`config.mk`:
```
export PLATFORM = sky130hd
export DESIGN_NAME = pio_port
export DESIGN_NICKNAME = d
export VERILOG_FILES = /design/src/rtl/pio_pkg.sv /design/src/rtl/pio_sync.sv /design/src/rtl/pio_irq_detect.sv /design/src/rtl/pio_regfile.sv /design/src/rtl/pio_port.sv
export SDC_FILE = /design/constraint.sdc
export NUM_CORES = 1
export LEC_CHECK = 0
export BUFFER_PORTS_ARGS = -buffer_cell sky130_fd_sc_hd__buf_2
export CAP_MARGIN = 20
export CORE_ASPECT_RATIO = 0.75
export CORE_MARGIN = 4
export CORE_UTILIZATION = 55
export CTS_BUF_LIST = sky130_fd_sc_hd__clkbuf_2
export DETAILED_ROUTE_END_ITERATION = 6
export GPL_ROUTABILITY_DRIVEN = 0
export GPL_TIMING_DRIVEN = 1
export PLACE_DENSITY = 0.86
export SETUP_SLACK_MARGIN = 0.15
export SKIP_LAST_GASP = 1
export SLEW_MARGIN = 20
export SYNTH_ARGS = -nofsm -noshare
export SYNTH_HDL_FRONTEND = slang
export SYNTH_HIERARCHICAL = 1
export SYNTH_SLANG_ARGS = --single-unit
```
`constraint.sdc`:
```
create_clock -name clk -period 3.41 [get_ports clk]
set_input_delay 0.682 -clock clk [delete_from_list [all_inputs] [get_ports clk]]
set_output_delay 0.682 -clock clk [all_outputs]
set_load 0.02 [all_outputs]
```
`src/rtl/pio_pkg.sv`:
```
// Shared constants for the general-purpose I/O port controller.
// Assumes a 12-bit byte address; offsets are fixed by the software view.
package pio_pkg;
    localparam logic [11:0] OFS_DIR   = 12'h400;
    localparam logic [11:0] OFS_SENSE = 12'h404;
    localparam logic [11:0] OFS_BOTH  = 12'h408;
    localparam logic [11:0] OFS_POL   = 12'h40C;
    localparam logic [11:0] OFS_EN    = 12'h410;
    localparam logic [11:0] OFS_RAW   = 12'h414;
    localparam logic [11:0] OFS_MSK   = 12'h418;
    localparam logic [11:0] OFS_CLR   = 12'h41C;
    localparam logic [11:0] OFS_ALT   = 12'h420;

    // Per-pin interrupt configuration, one bit per pin in each field.
    typedef struct packed {
        logic [7:0] sense;  // 1 = level, 0 = edge
        logic [7:0] both;   // 1 = both edges
        logic [7:0] pol;    // 1 = rising/high, 0 = falling/low
    } irq_cfg_t;
endpackage

```
`src/rtl/pio_sync.sv`:
```
// Synchronizes asynchronous pad inputs and keeps one further sample
// for edge detection. Assumes STAGES >= 2; all flops reset to 0.
module pio_sync #(
    parameter int NPINS  = 8,
    parameter int STAGES = 2
) (
    input  logic             clk,
    input  logic             rst_n,
    input  logic [NPINS-1:0] pin_async,
    output logic [NPINS-1:0] level_cur,
    output logic [NPINS-1:0] level_prev
);
    logic [NPINS-1:0] chain [STAGES];
    logic [NPINS-1:0] prev_q;

    // First synchronizer stage samples the pad.
    always_ff @(posedge clk) begin
        if (!rst_n) chain[0] <= '0;
        else        chain[0] <= pin_async;
    end

    // Remaining synchronizer stages.
    for (genvar s = 1; s < STAGES; s++) begin : g_stage
        always_ff @(posedge clk) begin
            if (!rst_n) chain[s] <= '0;
            else        chain[s] <= chain[s-1];
        end
    end

    // Previous synchronized sample for edge comparison.
    always_ff @(posedge clk) begin
        if (!rst_n) prev_q <= '0;
        else        prev_q <= chain[STAGES-1];
    end

    assign level_cur  = chain[STAGES-1];
    assign level_prev = prev_q;
endmodule

```
`src/rtl/pio_irq_detect.sv`:
```
// Per-pin interrupt condition detection. Edge conditions latch until a
// clear pulse; level conditions follow the synchronized level live.
// A new edge in the cycle of a clear keeps the bit set.
module pio_irq_detect #(
    parameter int NPINS = 8
) (
    input  logic             clk,
    input  logic             rst_n,
    input  logic [NPINS-1:0] level_cur,
    input  logic [NPINS-1:0] level_prev,
    input  logic [NPINS-1:0] sense,
    input  logic [NPINS-1:0] both,
    input  logic [NPINS-1:0] pol,
    input  logic [NPINS-1:0] clr_pulse,
    output logic [NPINS-1:0] edge_hit,
    output logic [NPINS-1:0] raw_status
);
    for (genvar p = 0; p < NPINS; p++) begin : g_pin
        logic rise, fall, latch_q;

        // Edge classification for this pin.
        always_comb begin
            rise = level_cur[p] & ~level_prev[p];
            fall = ~level_cur[p] & level_prev[p];
            if (sense[p])     edge_hit[p] = 1'b0;
            else if (both[p]) edge_hit[p] = rise | fall;
            else              edge_hit[p] = pol[p] ? rise : fall;
        end

        // Edge latch: set wins over clear, held empty in level mode.
        always_ff @(posedge clk) begin
            if (!rst_n)           latch_q <= 1'b0;
            else if (sense[p])    latch_q <= 1'b0;
            else if (edge_hit[p]) latch_q <= 1'b1;
            else if (clr_pulse[p]) latch_q <= 1'b0;
        end

        // Raw status: live level in level mode, latch in edge mode.
        always_comb begin
            if (sense[p]) raw_status[p] = pol[p] ? level_cur[p] : ~level_cur[p];
            else          raw_status[p] = latch_q;
        end
    end
endmodule

```
`src/rtl/pio_regfile.sv`:
```
// Register bank and bus decode: masked data window, direction, interrupt
// configuration, enable, alternate-function select and clear pulses.
// Assumes word-aligned configuration accesses; reads are combinational.
module pio_regfile
    import pio_pkg::*;
#(
    parameter int NPINS  = 8,
    parameter int ADDR_W = 12
) (
    input  logic              clk,
    input  logic              rst_n,
    input  logic [ADDR_W-1:0] bus_addr,
    input  logic [NPINS-1:0]  bus_wdata,
    input  logic              bus_we,
    output logic [NPINS-1:0]  bus_rdata,
    input  logic [NPINS-1:0]  level_cur,
    input  logic [NPINS-1:0]  raw_status,
    output logic [NPINS-1:0]  data_q,
    output logic [NPINS-1:0]  dir_q,
    output logic [NPINS-1:0]  sense_q,
    output logic [NPINS-1:0]  both_q,
    output logic [NPINS-1:0]  pol_q,
    output logic [NPINS-1:0]  en_q,
    output logic [NPINS-1:0]  alt_q,
    output logic [NPINS-1:0]  clr_pulse
);
    localparam int MASK_LSB = 2;
    localparam int MASK_MSB = MASK_LSB + NPINS - 1;

    logic             in_window;
    logic [NPINS-1:0] pin_mask;
    logic [NPINS-1:0] pin_view;

    // Decode of the masked data window.
    always_comb begin
        in_window = (bus_addr[ADDR_W-1:10] == '0);
        pin_mask  = bus_addr[MASK_MSB:MASK_LSB];
        pin_view  = (dir_q & data_q) | (~dir_q & level_cur);
    end

    // Masked data register update.
    always_ff @(posedge clk) begin
        if (!rst_n)                  data_q <= '0;
        else if (bus_we && in_window) data_q <= (data_q & ~pin_mask) | (bus_wdata & pin_mask);
    end

    // Configuration register writes.
    always_ff @(posedge clk) begin
        if (!rst_n) begin
            dir_q   <= '0;
            sense_q <= '0;
            both_q  <= '0;
            pol_q   <= '0;
            en_q    <= '0;
            alt_q   <= '0;
        end else if (bus_we) begin
            case (bus_addr)
                ADDR_W'(OFS_DIR):   dir_q   <= bus_wdata;
                ADDR_W'(OFS_SENSE): sense_q <= bus_wdata;
                ADDR_W'(OFS_BOTH):  both_q  <= bus_wdata;
                ADDR_W'(OFS_POL):   pol_q   <= bus_wdata;
                ADDR_W'(OFS_EN):    en_q    <= bus_wdata;
                ADDR_W'(OFS_ALT):   alt_q   <= bus_wdata;
                default: ;
            endcase
        end
    end

    // Write-one-to-clear pulse toward the detector.
    always_comb begin
        clr_pulse = (bus_we && bus_addr == ADDR_W'(OFS_CLR)) ? bus_wdata : '0;
    end

    // Combinational read multiplexer.
    always_comb begin
        if (in_window) bus_rdata = pin_view & pin_mask;
        else begin
            case (bus_addr)
                ADDR_W'(OFS_DIR):   bus_rdata = dir_q;
                ADDR_W'(OFS_SENSE): bus_rdata = sense_q;
                ADDR_W'(OFS_BOTH):  bus_rdata = both_q;
                ADDR_W'(OFS_POL):   bus_rdata = pol_q;
                ADDR_W'(OFS_EN):    bus_rdata = en_q;
                ADDR_W'(OFS_RAW):   bus_rdata = raw_status;
                ADDR_W'(OFS_MSK):   bus_rdata = raw_status & en_q;
                ADDR_W'(OFS_ALT):   bus_rdata = alt_q;
                default:            bus_rdata = '0;
            endcase
        end
    end
endmodule

```
`src/rtl/pio_port.sv`:
```
// Top of the general-purpose I/O port controller. Joins synchronizer,
// register bank and detector, muxes pad drive between software and
// peripheral, and forms the single interrupt line.
// Assumes NPINS <= 8 so the pin mask fits address bits [9:2].
module pio_port #(
    parameter int NPINS       = 8,
    parameter int ADDR_W      = 12,
    parameter int SYNC_STAGES = 2
) (
    input  logic              clk,
    input  logic              rst_n,
    input  logic [ADDR_W-1:0] bus_addr,
    input  logic [NPINS-1:0]  bus_wdata,
    input  logic              bus_we,
    output logic [NPINS-1:0]  bus_rdata,
    input  logic [NPINS-1:0]  pin_in,
    output logic [NPINS-1:0]  pin_out,
    output logic [NPINS-1:0]  pin_oe,
    input  logic [NPINS-1:0]  periph_out,
    input  logic [NPINS-1:0]  periph_oe,
    output logic [NPINS-1:0]  periph_in,
    output logic              irq
);
    logic [NPINS-1:0] level_cur, level_prev;
    logic [NPINS-1:0] data_q, dir_q, sense_q, both_q, pol_q, en_q, alt_q;
    logic [NPINS-1:0] clr_pulse, edge_hit, raw_status;

    pio_sync #(.NPINS(NPINS), .STAGES(SYNC_STAGES)) u_sync (
        .clk(clk), .rst_n(rst_n), .pin_async(pin_in),
        .level_cur(level_cur), .level_prev(level_prev)
    );

    pio_regfile #(.NPINS(NPINS), .ADDR_W(ADDR_W)) u_regs (
        .clk(clk), .rst_n(rst_n), .bus_addr(bus_addr), .bus_wdata(bus_wdata),
        .bus_we(bus_we), .bus_rdata(bus_rdata), .level_cur(level_cur),
        .raw_status(raw_status), .data_q(data_q), .dir_q(dir_q),
        .sense_q(sense_q), .both_q(both_q), .pol_q(pol_q), .en_q(en_q),
        .alt_q(alt_q), .clr_pulse(clr_pulse)
    );

    pio_irq_detect #(.NPINS(NPINS)) u_det (
        .clk(clk), .rst_n(rst_n), .level_cur(level_cur), .level_prev(level_prev),
        .sense(sense_q), .both(both_q), .pol(pol_q), .clr_pulse(clr_pulse),
        .edge_hit(edge_hit), .raw_status(raw_status)
    );

    // Pad drive: peripheral owns pins whose alternate bit is set.
    always_comb begin
        pin_out   = (alt_q & periph_out) | (~alt_q & data_q);
        pin_oe    = (alt_q & periph_oe)  | (~alt_q & dir_q);
        periph_in = alt_q & level_cur;
    end

    // Port interrupt from enabled raw status.
    assign irq = |(raw_status & en_q);
endmodule

```
==> results list, run 1 <==
- The run finished with clean final reports.
- Data on the critical path is required at its endpoint by 2.73 ns.
- Net count of the finished layout: 628
- Clock latency on the worst-skew pair: 0.52 ns
- Share of layout cells above drive strength 1: 34.4%
- Clock sinks: 88
* Starting DRC count in detailed routing: 293
* DRC violations left: 0
* Vertical extent of the die: 89.1 um
- The library cell used most frequently in the layout, excluding fill and tap cells, is sky130_fd_sc_hd__dfxtp_1.
- Buffers from clock root to sink, at most: 2
- Worst reg-to-reg setup slack: 2.03 ns
- Detailed-route via count: 3961
* Yosys synthesis warning count: 6
* Most frequent cells in the layout: sky130_fd_sc_hd__dfxtp_1 (88), sky130_fd_sc_hd__buf_2 (79), sky130_fd_sc_hd__nand2_1 (73)
* Data arrival time of the critical path: 2.53 ns
* Synth Net Count: 537
- After clock tree synthesis, the clock-pin slew on the worst setup and hold paths is 0.23 ns.
- Setup-violating endpoint count in the final report: 0
* Final setup skew: 0.0226 ns
- The worst setup path is launched from an input pin.
- The number of slew-limit violations in the final report came to 0.
- Number of hold violations in the final report: 0
- Kind of end point of the critical path: output port
* Clock buffers created by TritonCTS: 9
- At the pin with the least slew margin, the transition time is 0.830 ns.
- In the final timing run, aggregate negative setup slack is 0 ns.
* Syn Inst Count: 474
- Minimum clock period after layout: 3.21 ns
- After filler insertion, the fill cell instance count of the layout stands at 672.
- Worst max-slew margin expressed relative to the limit: 44.6%
* First-pass GRT wire length: 18900 um
- ANT cells: 0
- Antenna-violating nets left: 0
- In this run the clock root is driven by a sky130_fd_sc_hd__clkbuf_2.
- The worst setup path is of the input pin to output port kind.
* # IOs: 80
- Leakage power: 0.00230 uW
- Dividing the detail-routed via count by the number of cells gives 5.84.
* Max cap viols: 0
* Number of rows in the core area: 29
* Count of input and output buffers: 79
- Setup repair after global routing left no endpoint under its margin.
* Die Footprint: 10300 um^2
- Dividing total power by cell area gives a power density of 325 nW/um^2.
- The clock tree synthesis step divided the H-tree into 3 levels.
- Total wire length: 12000 um
- TritonCTS built the clock tree.
- Across the VDD grid, the largest voltage drop is 0.255 mV.
* # Post-CTS Setup Buffers: 0
* HPWL after detailed placement: 8960 um
- The area growth from synthesis to layout is 15.2%.
- Routed WL per cell: 17.6 um
* Average footprint of a synthesized cell: 10.2 um^2
- Pin count of the biggest net entering global routing: 49
* Post-synthesis cell area: 4820 um^2
- Highest net fanout along the worst path: 6
- Buffers inserted to repair hold after CTS numbered 0.
- In the finished design, the share of the clock period the worst path needs comes to 94.1%.
- Global routing used 23.4% of the available tracks.
- Once the floorplan was initialized, standard cells occupied 56.7% of the core.
* Hold Path Class: input pin to flip-flop
- Core box area: 8490 um^2
- The initial antenna violation count is 0.
* Vias in the first global route: 3837
* Maximum clock frequency: 312 MHz
- The pre-antenna-repair detailed-routing pass consisted of 5 iterations.
- In this run the horizontal extent of the chip is 116 um.
* GR Overflow Total: 0
* Smallest hold slack: 0.342 ns
## path summary, 6_finish.rpt
kind / start / end / cells after the start
setup reg to reg: u_sync/chain[1][7] / u_det/g_pin[7].latch_q / 5
setup / recovery: bus_addr[7] / bus_rdata[3] / 7
hold reg to reg: u_sync/chain[0][6] / u_sync/chain[1][6] / 1
hold / removal: pin_in[7] / u_sync/chain[0][7] / 2
## state kept, by name, indices dropped and copies added (netlist names), named ones only
| register | count |
|---|---|
| u_det/g_pin.latch_q | 8 |
| u_regs/en_q | 8 |
| u_regs/dir_q | 8 |
| u_regs/both_q | 8 |
| u_regs/alt_q | 8 |
| u_sync/level_prev | 8 |
| u_regs/sense_q | 8 |
| u_sync/chain | 16 |
| u_regs/pol_q | 8 |
## layout make-up
type                       count  area, um^2  share of cell area [%]
clock buffer                   9        45.0                   0.811
inverter                      19        71.3                    1.28
clock inverter                 7        86.3                    1.55
sequential                    88        1760                    31.7
timing repair buffer         101         561                    10.1
multi-input combinational    346        2890                    52.1
tap                          108         135                    2.43
## critical path, cell delays in order
cell	delay [ns]
sky130_fd_sc_hd__buf_2	0.12
sky130_fd_sc_hd__or4_1	0.67
sky130_fd_sc_hd__nor4_2	0.46
sky130_fd_sc_hd__buf_4	0.23
sky130_fd_sc_hd__a32oi_1	0.06
sky130_fd_sc_hd__nand2_1	0.13
sky130_fd_sc_hd__buf_2	0.18
## stage by stage
stage / setup WS [ns] / total power [uW] / area [um^2] / instances / utilization [%]
2_1_floorplan: 0.340 / 1180 / 4820 / 474 / -
3_3_place_gp: 0.413 / 1240 / 5420 / 662 / 63.8
3_5_place_dp: 0.318 / 1250 / 5420 / 662 / 63.8
4_1_cts: 0.294 / 1810 / 5550 / 678 / 65.3
5_1_grt: 0.151 / 1880 / 5550 / 678 / 65.4
6_report: 0.202 / 1800 / 5550 / 678 / 65.4
## routing by layer
| metal | share of wire [%] | GRT usage, % | wire [um] | vias up |
|---|---|---|---|---|
| li1 | - | - | - | 1844 |
| met1 | 41 | 30.5 | 4930 | 1882 |
| met2 | 45 | 38.6 | 5410 | 210 |
| met3 | 12 | 6.63 | 1380 | 25 |
| met4 | 2.0 | 5.90 | 238 | 0 |
| met5 | 0 | 0 | 0 | - |
## where the power goes
| group | leakage, uW | switching, uW | total (uW) | internal [uW] |
|---|---|---|---|---|
| Combinational | 0.00150 | 96.5 | 171 | 74.4 |
| Sequential | 0.000714 | 12.2 | 1060 | 1050 |
| Clock | 0.0000807 | 337 | 574 | 237 |
## repair_timing
action                                 4_1_cts  5_1_grt
gates resized for setup                      0        1
endpoints found under the hold margin        0        0
setup endpoints to repair                    0        1
Note: power is estimated with default switching activity, not from simulation.
==> inputs of run 2 (changes only) <==
--- a/config.mk
+++ b/config.mk
@@ -11,10 +11,12 @@
 export CORE_MARGIN = 4
 export CORE_UTILIZATION = 55
 export CTS_BUF_LIST = sky130_fd_sc_hd__clkbuf_2
+export CTS_CLUSTER_SIZE = 8
 export DETAILED_ROUTE_END_ITERATION = 6
 export GPL_ROUTABILITY_DRIVEN = 0
 export GPL_TIMING_DRIVEN = 1
 export PLACE_DENSITY = 0.86
+export REMOVE_ABC_BUFFERS = 1
 export SETUP_SLACK_MARGIN = 0.15
 export SKIP_LAST_GASP = 1
 export SLEW_MARGIN = 20
==> run 2 against run 1 <==
  * Register-to-register slack gained 0.09 ns
  * Global-route usage is 0.94 points higher
  * Combinational power barely moved
  * Setup slack better by 0.081 ns
  * Critical path depth unchanged
==> results list, run 2 (synthesis results as in run 1) <==
- Width of the die: 116 um (unchanged)
* HPWL after detailed placement: 8910 um (was 8960 um)
- The max-capacitance violation count was 0 (unchanged).
* Power Density: 322 nW/um^2 (was 325 nW/um^2)
* Finished Layout Cells: 678 (unchanged)
- The sum of buffers and inverters on the critical path is 3 (unchanged).
- The total wire length was 12000 um (about the same).
- The height of the chip is 89.1 um (unchanged).
- Die Footprint: 10300 um^2 (unchanged)
- Leading cell type in the layout, fill and taps excluded: sky130_fd_sc_hd__dfxtp_1 (unchanged)
* GR Overflow Total: 0 (unchanged)
- Total chip power: 1790 uW (was 1800 uW)
* Final Slew Violations: 0 (unchanged)
- The post-route setup TNS came to 0 ns (unchanged).
- The clock tree from TritonCTS is built (unchanged).
- RSZ-0062 raised after global routing: false (unchanged).
- Data arrival time of the critical path: 2.45 ns (was 2.53 ns)
- Count of input and output buffers: 79 (unchanged)
- Core box area: 8490 um^2 (unchanged)
- Maximum clock frequency: 320 MHz (was 312 MHz)
- The number of search-and-repair iterations in the first detailed-routing pass was 4 (was 5).
- Met3 wire length: 1180 um (was 1380 um)
- Effective utilization at floorplan: 56.7% (unchanged)
- Startpoint kind of the worst setup timing path: input pin (unchanged)
- Net count of the finished layout: 630 (was 628)
- The initial antenna violation count came to 0 (unchanged).
* Final period utilization: 91.7% (was 94.1%)
- The headroom to the max-slew limit came to 55.6% (was 44.6%).
- Most frequent cells in the layout: sky130_fd_sc_hd__dfxtp_1 (88), sky130_fd_sc_hd__buf_2 (79), sky130_fd_sc_hd__nand2_1 (73) (unchanged).
- Starting DRC count in detailed routing: 285 (was 293)
- Classification of the worst setup path: input pin to output port (unchanged)
- Buffers from clock root to sink, at most: 2 (unchanged)
* Slowest cell on the critical path: sky130_fd_sc_hd__or4_1 (unchanged)
* Synthesis-to-finish area growth: 15.6% (was 15.2%)
- The wire length of the first global-routing pass was 19500 um (was 18900 um).
- Routed WL per cell: 17.7 um (was 17.6 um)
- The number of CTS-inserted buffers is 9 (unchanged).
- The register with the most flip-flops was u_sync/chain (unchanged).
- Minimum clock period after layout: 3.13 ns (was 3.21 ns)
* Total non-filler cell area in the finished layout: 5570 um^2 (was 5550 um^2)
- The stage delay of the slowest cell on the critical path was 0.63 ns (was 0.67 ns).
- The clock tree root driver cell is sky130_fd_sc_hd__clkbuf_2 (unchanged).
* Pin count of the biggest net entering global routing: 48 (was 49)
- Number of cells after detailed placement: 664 (was 662)
- The CTS H-tree depth is 3 (unchanged).
- The required time at the worst-slack endpoint was 2.73 ns (about the same).
* Highest net fanout along the worst path: 6 (unchanged)
* Clock latency on the worst-skew pair: 0.51 ns (was 0.52 ns)
- Clock sinks: 88 (unchanged)
- ANT cells: 0 (unchanged)
* Vias in the first global route: 3979 (was 3837)
- Most Frequent Cell on Critical Path: sky130_fd_sc_hd__buf_2 (unchanged)
- GRT Util Overall: 24.3% (was 23.4%)
* Setup-violating endpoint count in the final report: 0 (unchanged)
- # IOs: 80 (unchanged)
- The number of placement rows was 29 (unchanged).
- Final setup skew: 0.0163 ns (was 0.0226 ns)
* Crit-path cells: buf_2, or4_1, nor3_1, buf_4, a22oi_1, nand2_1, buf_2 (was buf_2, or4_1, nor4_2, buf_4, a32oi_1, nand2_1, buf_2)
- Kind of end point of the critical path: output port (unchanged)
* Peak ir drop on the vdd network: 0.212 mV (was 0.255 mV)
- The transition time at the pin with the least slew margin came to 0.660 ns (was 0.830 ns).
- Per-cell via count in the routed design: 5.73 (was 5.84)
* CTS clk-pin slew, worst paths: 0.23 ns (about the same)
- The flip-flop count of the largest register after layout was 16 (unchanged).
- The worst setup slack before clock tree synthesis came to 0.297 ns (was 0.318 ns).
- The slack of the critical path is 0.283 ns (was 0.202 ns).
- The post-detailed-placement cell area is 5440 um^2 (was 5420 um^2).
- Number of hold violations in the final report: 0 (unchanged)
* Length of routed met2 wiring: 5770 um (was 5410 um)
- Number of filler instances in the final layout: 708 (was 672)
* Cell type group with the largest total delay on the critical path: simple AND/OR/NAND/NOR gates (unchanged)
- Leakage power: 0.00231 uW (was 0.00230 uW)
- The highest signal layer in the routed design is met4 (unchanged).
* Detailed-route via count: 3884 (was 3961)
* DRC violations left: 0 (unchanged)
* Status: finished clean (unchanged)
- The fraction of final layout cells with drive strength greater than 1 was 34.6% (was 34.4%).
* Post-cts hold buffer count: 0 (unchanged)
* Met1 Routed Length: 4890 um (was 4930 um)
* # Post-CTS Setup Buffers: 0 (unchanged)
- The final antenna-violating net count is 0 (unchanged).
- The worst min-delay path class is input pin to flip-flop (unchanged).
==> run 2: cell count changes in the layout (fill, tap and decap cells not counted), sizes merged <==
cell    previous run  this run
buf              101       103
clkinv             6         4
==> run 2: timing repair <==
item                                    CTS  global route
endpoints found under the setup margin    0             1
hold endpoints to repair                  0             0
gates resized for setup                   0             1
==> run 2: final cells by class <==
cell class | instances | area (um^2) | area share (%)
clock buffer | 9 | 45.0 | 0.809
clock inverter | 5 | 73.8 | 1.33
inverter | 19 | 71.3 | 1.28
multi-input combinational | 346 | 2890 | 52.0
sequential | 88 | 1760 | 31.6
tap | 108 | 135 | 2.43
timing repair buffer | 103 | 588 | 10.6
==> run 2: final timing paths <==
path                      start                     end  slack, ns  depth (start not counted)
max                 bus_addr[7]            bus_rdata[0]       0.28                          7
min                   pin_in[2]      u_sync/chain[0][2]       0.35                          2
max reg2reg  u_sync/chain[1][2]  u_det/g_pin[2].latch_q       2.12                          5
min reg2reg  u_sync/chain[0][1]      u_sync/chain[1][1]       0.47                          1
==> run 2: layer usage <==
metal / vias up / global-route usage [%]
li1: 1844 / -
met1: 1865 / 31.9
met2: 158 / 40.3
met3: 17 / 6.56
met4: 0 / 6.22
met5: - / 0
==> run 2: where the power goes <==
part	switching (uW)	internal, uW	total, uW
clock network	331	230	562
logic	97.1	74.3	171
registers	11.6	1050	1060
total	440	1350	1790
==> run 2: stage by stage <==
step / util [%] / hold slack [ns]
finish: 65.6 / 0.348
global route: 65.6 / 0.284
CTS: 65.5 / 0.306
detailed placement: 64.1 / 0.434
global placement: 64.1 / 0.423
floorplan: - / 0.412
==> inputs of run 3 (changes only) <==
--- a/config.mk
+++ b/config.mk
@@ -5,6 +5,7 @@
 export SDC_FILE = /design/constraint.sdc
 export NUM_CORES = 1
 export LEC_CHECK = 0
+export ABC_AREA = 1
 export BUFFER_PORTS_ARGS = -buffer_cell sky130_fd_sc_hd__buf_2
 export CAP_MARGIN = 20
 export CORE_ASPECT_RATIO = 0.75
@@ -15,7 +16,7 @@
 export DETAILED_ROUTE_END_ITERATION = 6
 export GPL_ROUTABILITY_DRIVEN = 0
 export GPL_TIMING_DRIVEN = 1
-export PLACE_DENSITY = 0.86
+export PLACE_DENSITY = 0.85
 export REMOVE_ABC_BUFFERS = 1
 export SETUP_SLACK_MARGIN = 0.15
 export SKIP_LAST_GASP = 1
==> run 3 against run 2 <==
  * Critical path depth is 3 higher
  * Clock skew grew 0.00084 ns
  * Flip-flop and latch count unchanged
  * Fmax is 9.9% higher
  * Sequential power about the same
  * Final cell count increased by 59%
  * Routed wire length is 18% higher
  * Via count is 44% higher
  * Clock power down 23%
  * Combinational power about the same
  * Synthesized cell count up 81%
  * Setup slack improved by 0.28 ns
  * Critical path type unchanged
  * Highest routed layer unchanged
==> results list, run 3 <==
* Most Frequent Cell on Critical Path: sky130_fd_sc_hd__nor2_1 (was sky130_fd_sc_hd__buf_2)
- Slowest cell on the critical path: sky130_fd_sc_hd__nor2_1 (was sky130_fd_sc_hd__or4_1)
- The CTS H-tree depth came to 3 (unchanged).
* Data arrival time of the critical path: 2.16 ns (was 2.45 ns)
- ANT cells: 0 (unchanged)
- The number of input and output port buffers inserted was 79 (unchanged).
- The mean number of vias per cell is 5.18 (was 5.73).
- The number of search-and-repair iterations in the first detailed-routing pass came to 5 (was 4).
- The filler cell count was 883 (was 708).
* Total wire length: 14200 um (was 12000 um)
- The clock tree root driver cell is sky130_fd_sc_hd__clkbuf_2 (unchanged).
* Required time at the endpoint of the critical path: 2.73 ns (about the same)
- Number of flip-flops under the largest register name: 16 (unchanged)
* Post-synthesis cell area: 5360 um^2 (was 4820 um^2)
- The fraction of final layout cells with drive strength greater than 1 was 17.4% (was 34.6%).
- Number of hold violations in the final report: 0 (unchanged)
- The average instance area after synthesis was 6.23 um^2 (was 10.2 um^2).
* Maximum clock frequency: 351 MHz (was 320 MHz)
- The reg-to-reg setup timing slack came to 2.15 ns (was 2.12 ns).
* Number of rows in the core area: 30 (was 29)
- Clock buffers created by TritonCTS: 9 (unchanged)
- The final critical-path share of the clock period came to 83.5% (was 91.7%).
- The clock net sink count was 88 (unchanged).
* Cell type group with the largest total delay on the critical path: simple AND/OR/NAND/NOR gates (unchanged)
* Max cap viols: 0 (unchanged)
- The number of synthesis warnings came to 6 (unchanged).
- Worst max-slew margin expressed relative to the limit: 63.6% (was 55.6%)
- The number of global-route vias before repair was 4951 (was 3979).
* # IOs: 80 (unchanged)
- The maximum fanout encountered on the critical timing path is 4 (was 6).
* First-pass GRT wire length: 23400 um (was 19500 um)
- Final Slew Violations: 0 (unchanged)
- Total stage count of the critical path: 10 (was 7)
- Leakage power: 0.00325 uW (was 0.00231 uW)
* Post-cts hold buffer count: 0 (unchanged)
* Minimum clock period after layout: 2.85 ns (was 3.13 ns)
- The net count reported at finish is 1011 (was 630).
- DRC violations left: 0 (unchanged)
* Leading cell type in the layout, fill and taps excluded: sky130_fd_sc_hd__nand2_1 (was sky130_fd_sc_hd__dfxtp_1)
- CTS clk-pin slew, worst paths: 0.24 ns (was 0.23 ns)
- The worst slack on hold paths was 0.262 ns (was 0.348 ns).
- Effective utilization at floorplan: 57.8% (was 56.7%)
- Pin count of the biggest net entering global routing: 66 (was 48)
- The clock tree buffer depth was 2 (unchanged).
- Hold Path Class: input pin to flip-flop (unchanged)
- Kind of end point of the critical path: output port (unchanged)
- # Post-CTS Setup Buffers: 0 (unchanged)
- Status: finished clean (unchanged).
* Starting DRC count in detailed routing: 705 (was 285)
- The count of cells resized by post-cts repair is 0 (unchanged).
* GR Overflow Total: 0 (unchanged)
- The via count came to 5594 (was 3884).
* Classification of the worst setup path: input pin to output port (unchanged)
* Initial antenna violation count: 0 (unchanged)
- The cell count after synthesis came to 860 (was 474).
* RSZ-0062 raised after global routing: false (unchanged)
- The area added between synthesis and finish is 12.6% (was 15.6%).
- Vertical extent of the die: 93.5 um (was 89.1 um)
- Cell count of the worst reg-to-reg path: 5 (unchanged)
* Longest individual stage delay on the worst path: 0.32 ns (was 0.63 ns)
- Startpoint kind of the worst setup timing path: input pin (unchanged)
- The cell depth of the worst hold path is 3 (was 2).
- The clock tree from TritonCTS was built (unchanged).
* Antenna-violating nets left: 0 (unchanged)
- Crit-path cells: buf_2, nor2_1, nand2_1, nor2_1, buf_4, nand3_1, nand2_1, nor2_1, nand3_1, buf_2 (was buf_2, or4_1, nor3_1, buf_4, a22oi_1, nand2_1, buf_2).
- Peak ir drop on the vdd network: 0.188 mV (was 0.212 mV)
- Most frequent cells in the layout: sky130_fd_sc_hd__nand2_1 (242), sky130_fd_sc_hd__inv_1 (147), sky130_fd_sc_hd__nor2_1 (137) (was sky130_fd_sc_hd__dfxtp_1 (88), sky130_fd_sc_hd__buf_2 (79), sky130_fd_sc_hd__nand2_1 (73)).
* Largest register by flop count: u_sync/chain (unchanged)
- The final routed wire length divided by cell count is 13.2 um (was 17.7 um).
- Core box area: 9270 um^2 (was 8490 um^2)
- The final HPWL from detailed placement was 10000 um (was 8910 um).
- Die Footprint: 11400 um^2 (was 10300 um^2)
* Tightest Pin Transition: 0.546 ns (was 0.660 ns)
* Power Density: 276 nW/um^2 (was 322 nW/um^2)
- The floorplan die width was 122 um (was 116 um).
- Buffer and inverter count on the worst path: 3 (unchanged)
- Setup-violating endpoint count in the final report: 0 (unchanged)
- The later-pin clock latency in the skew report came to 0.56 ns (was 0.51 ns).
- The post-route setup TNS is 0 ns (unchanged).
- Final setup skew: 0.0172 ns (was 0.0163 ns)
* GRT Util Overall: 25.6% (was 24.3%)
[run 3: cell type report]
type                    instances  area (um^2)  share of cell area [%]
clock inverters                 5         25.0                   0.415
inverters                     157          592                    9.81
repair buffers                 99          571                    9.46
flip-flops and latches         88         1760                    29.2
well taps                     128          160                    2.66
multi-input cells             593         2870                    47.6
clock buffers                  10         50.0                   0.830
[run 3: layer usage]
metal | up-vias | global-route usage [%] | wire length, um
met3 | 28 | 5.80 | 1660
met1 | 2453 | 36.5 | 6340
met5 | - | 0 | 0
met4 | 0 | 8.12 | 279
met2 | 295 | 38.2 | 5940
li1 | 2818 | - | -
[run 3: worst min-delay path, delay by kind of cell]
kind	cells	cell delay (ns)
buffers and inverters	2	0.11
and+or+nand+nor	1	0.04
[run 3: metrics by stage]
stage	total power, uW	utilization, %	setup WS, ns	cells	instance area (um^2)
2_1_floorplan	1160	-	0.708	838	5230
3_3_place_gp	1250	64.3	0.621	1065	5960
3_5_place_dp	1250	64.3	0.589	1065	5960
4_1_cts	1670	65.1	0.579	1080	6030
5_1_grt	1750	65.1	0.447	1080	6030
6_report	1660	65.1	0.564	1080	6030
[run 3: final timing paths]
kind / from / end
max: bus_addr[1] / bus_rdata[3]
min: pin_in[1] / u_sync/chain[0][1]
max reg2reg: u_sync/chain[1][0] / u_det/g_pin[0].latch_q
min reg2reg: u_sync/chain[0][2] / u_sync/chain[1][2]
[run 3: power breakdown]
group          internal, uW  switching, uW
registers              1050           12.3
clock network          87.6            345
logic                  58.6            113
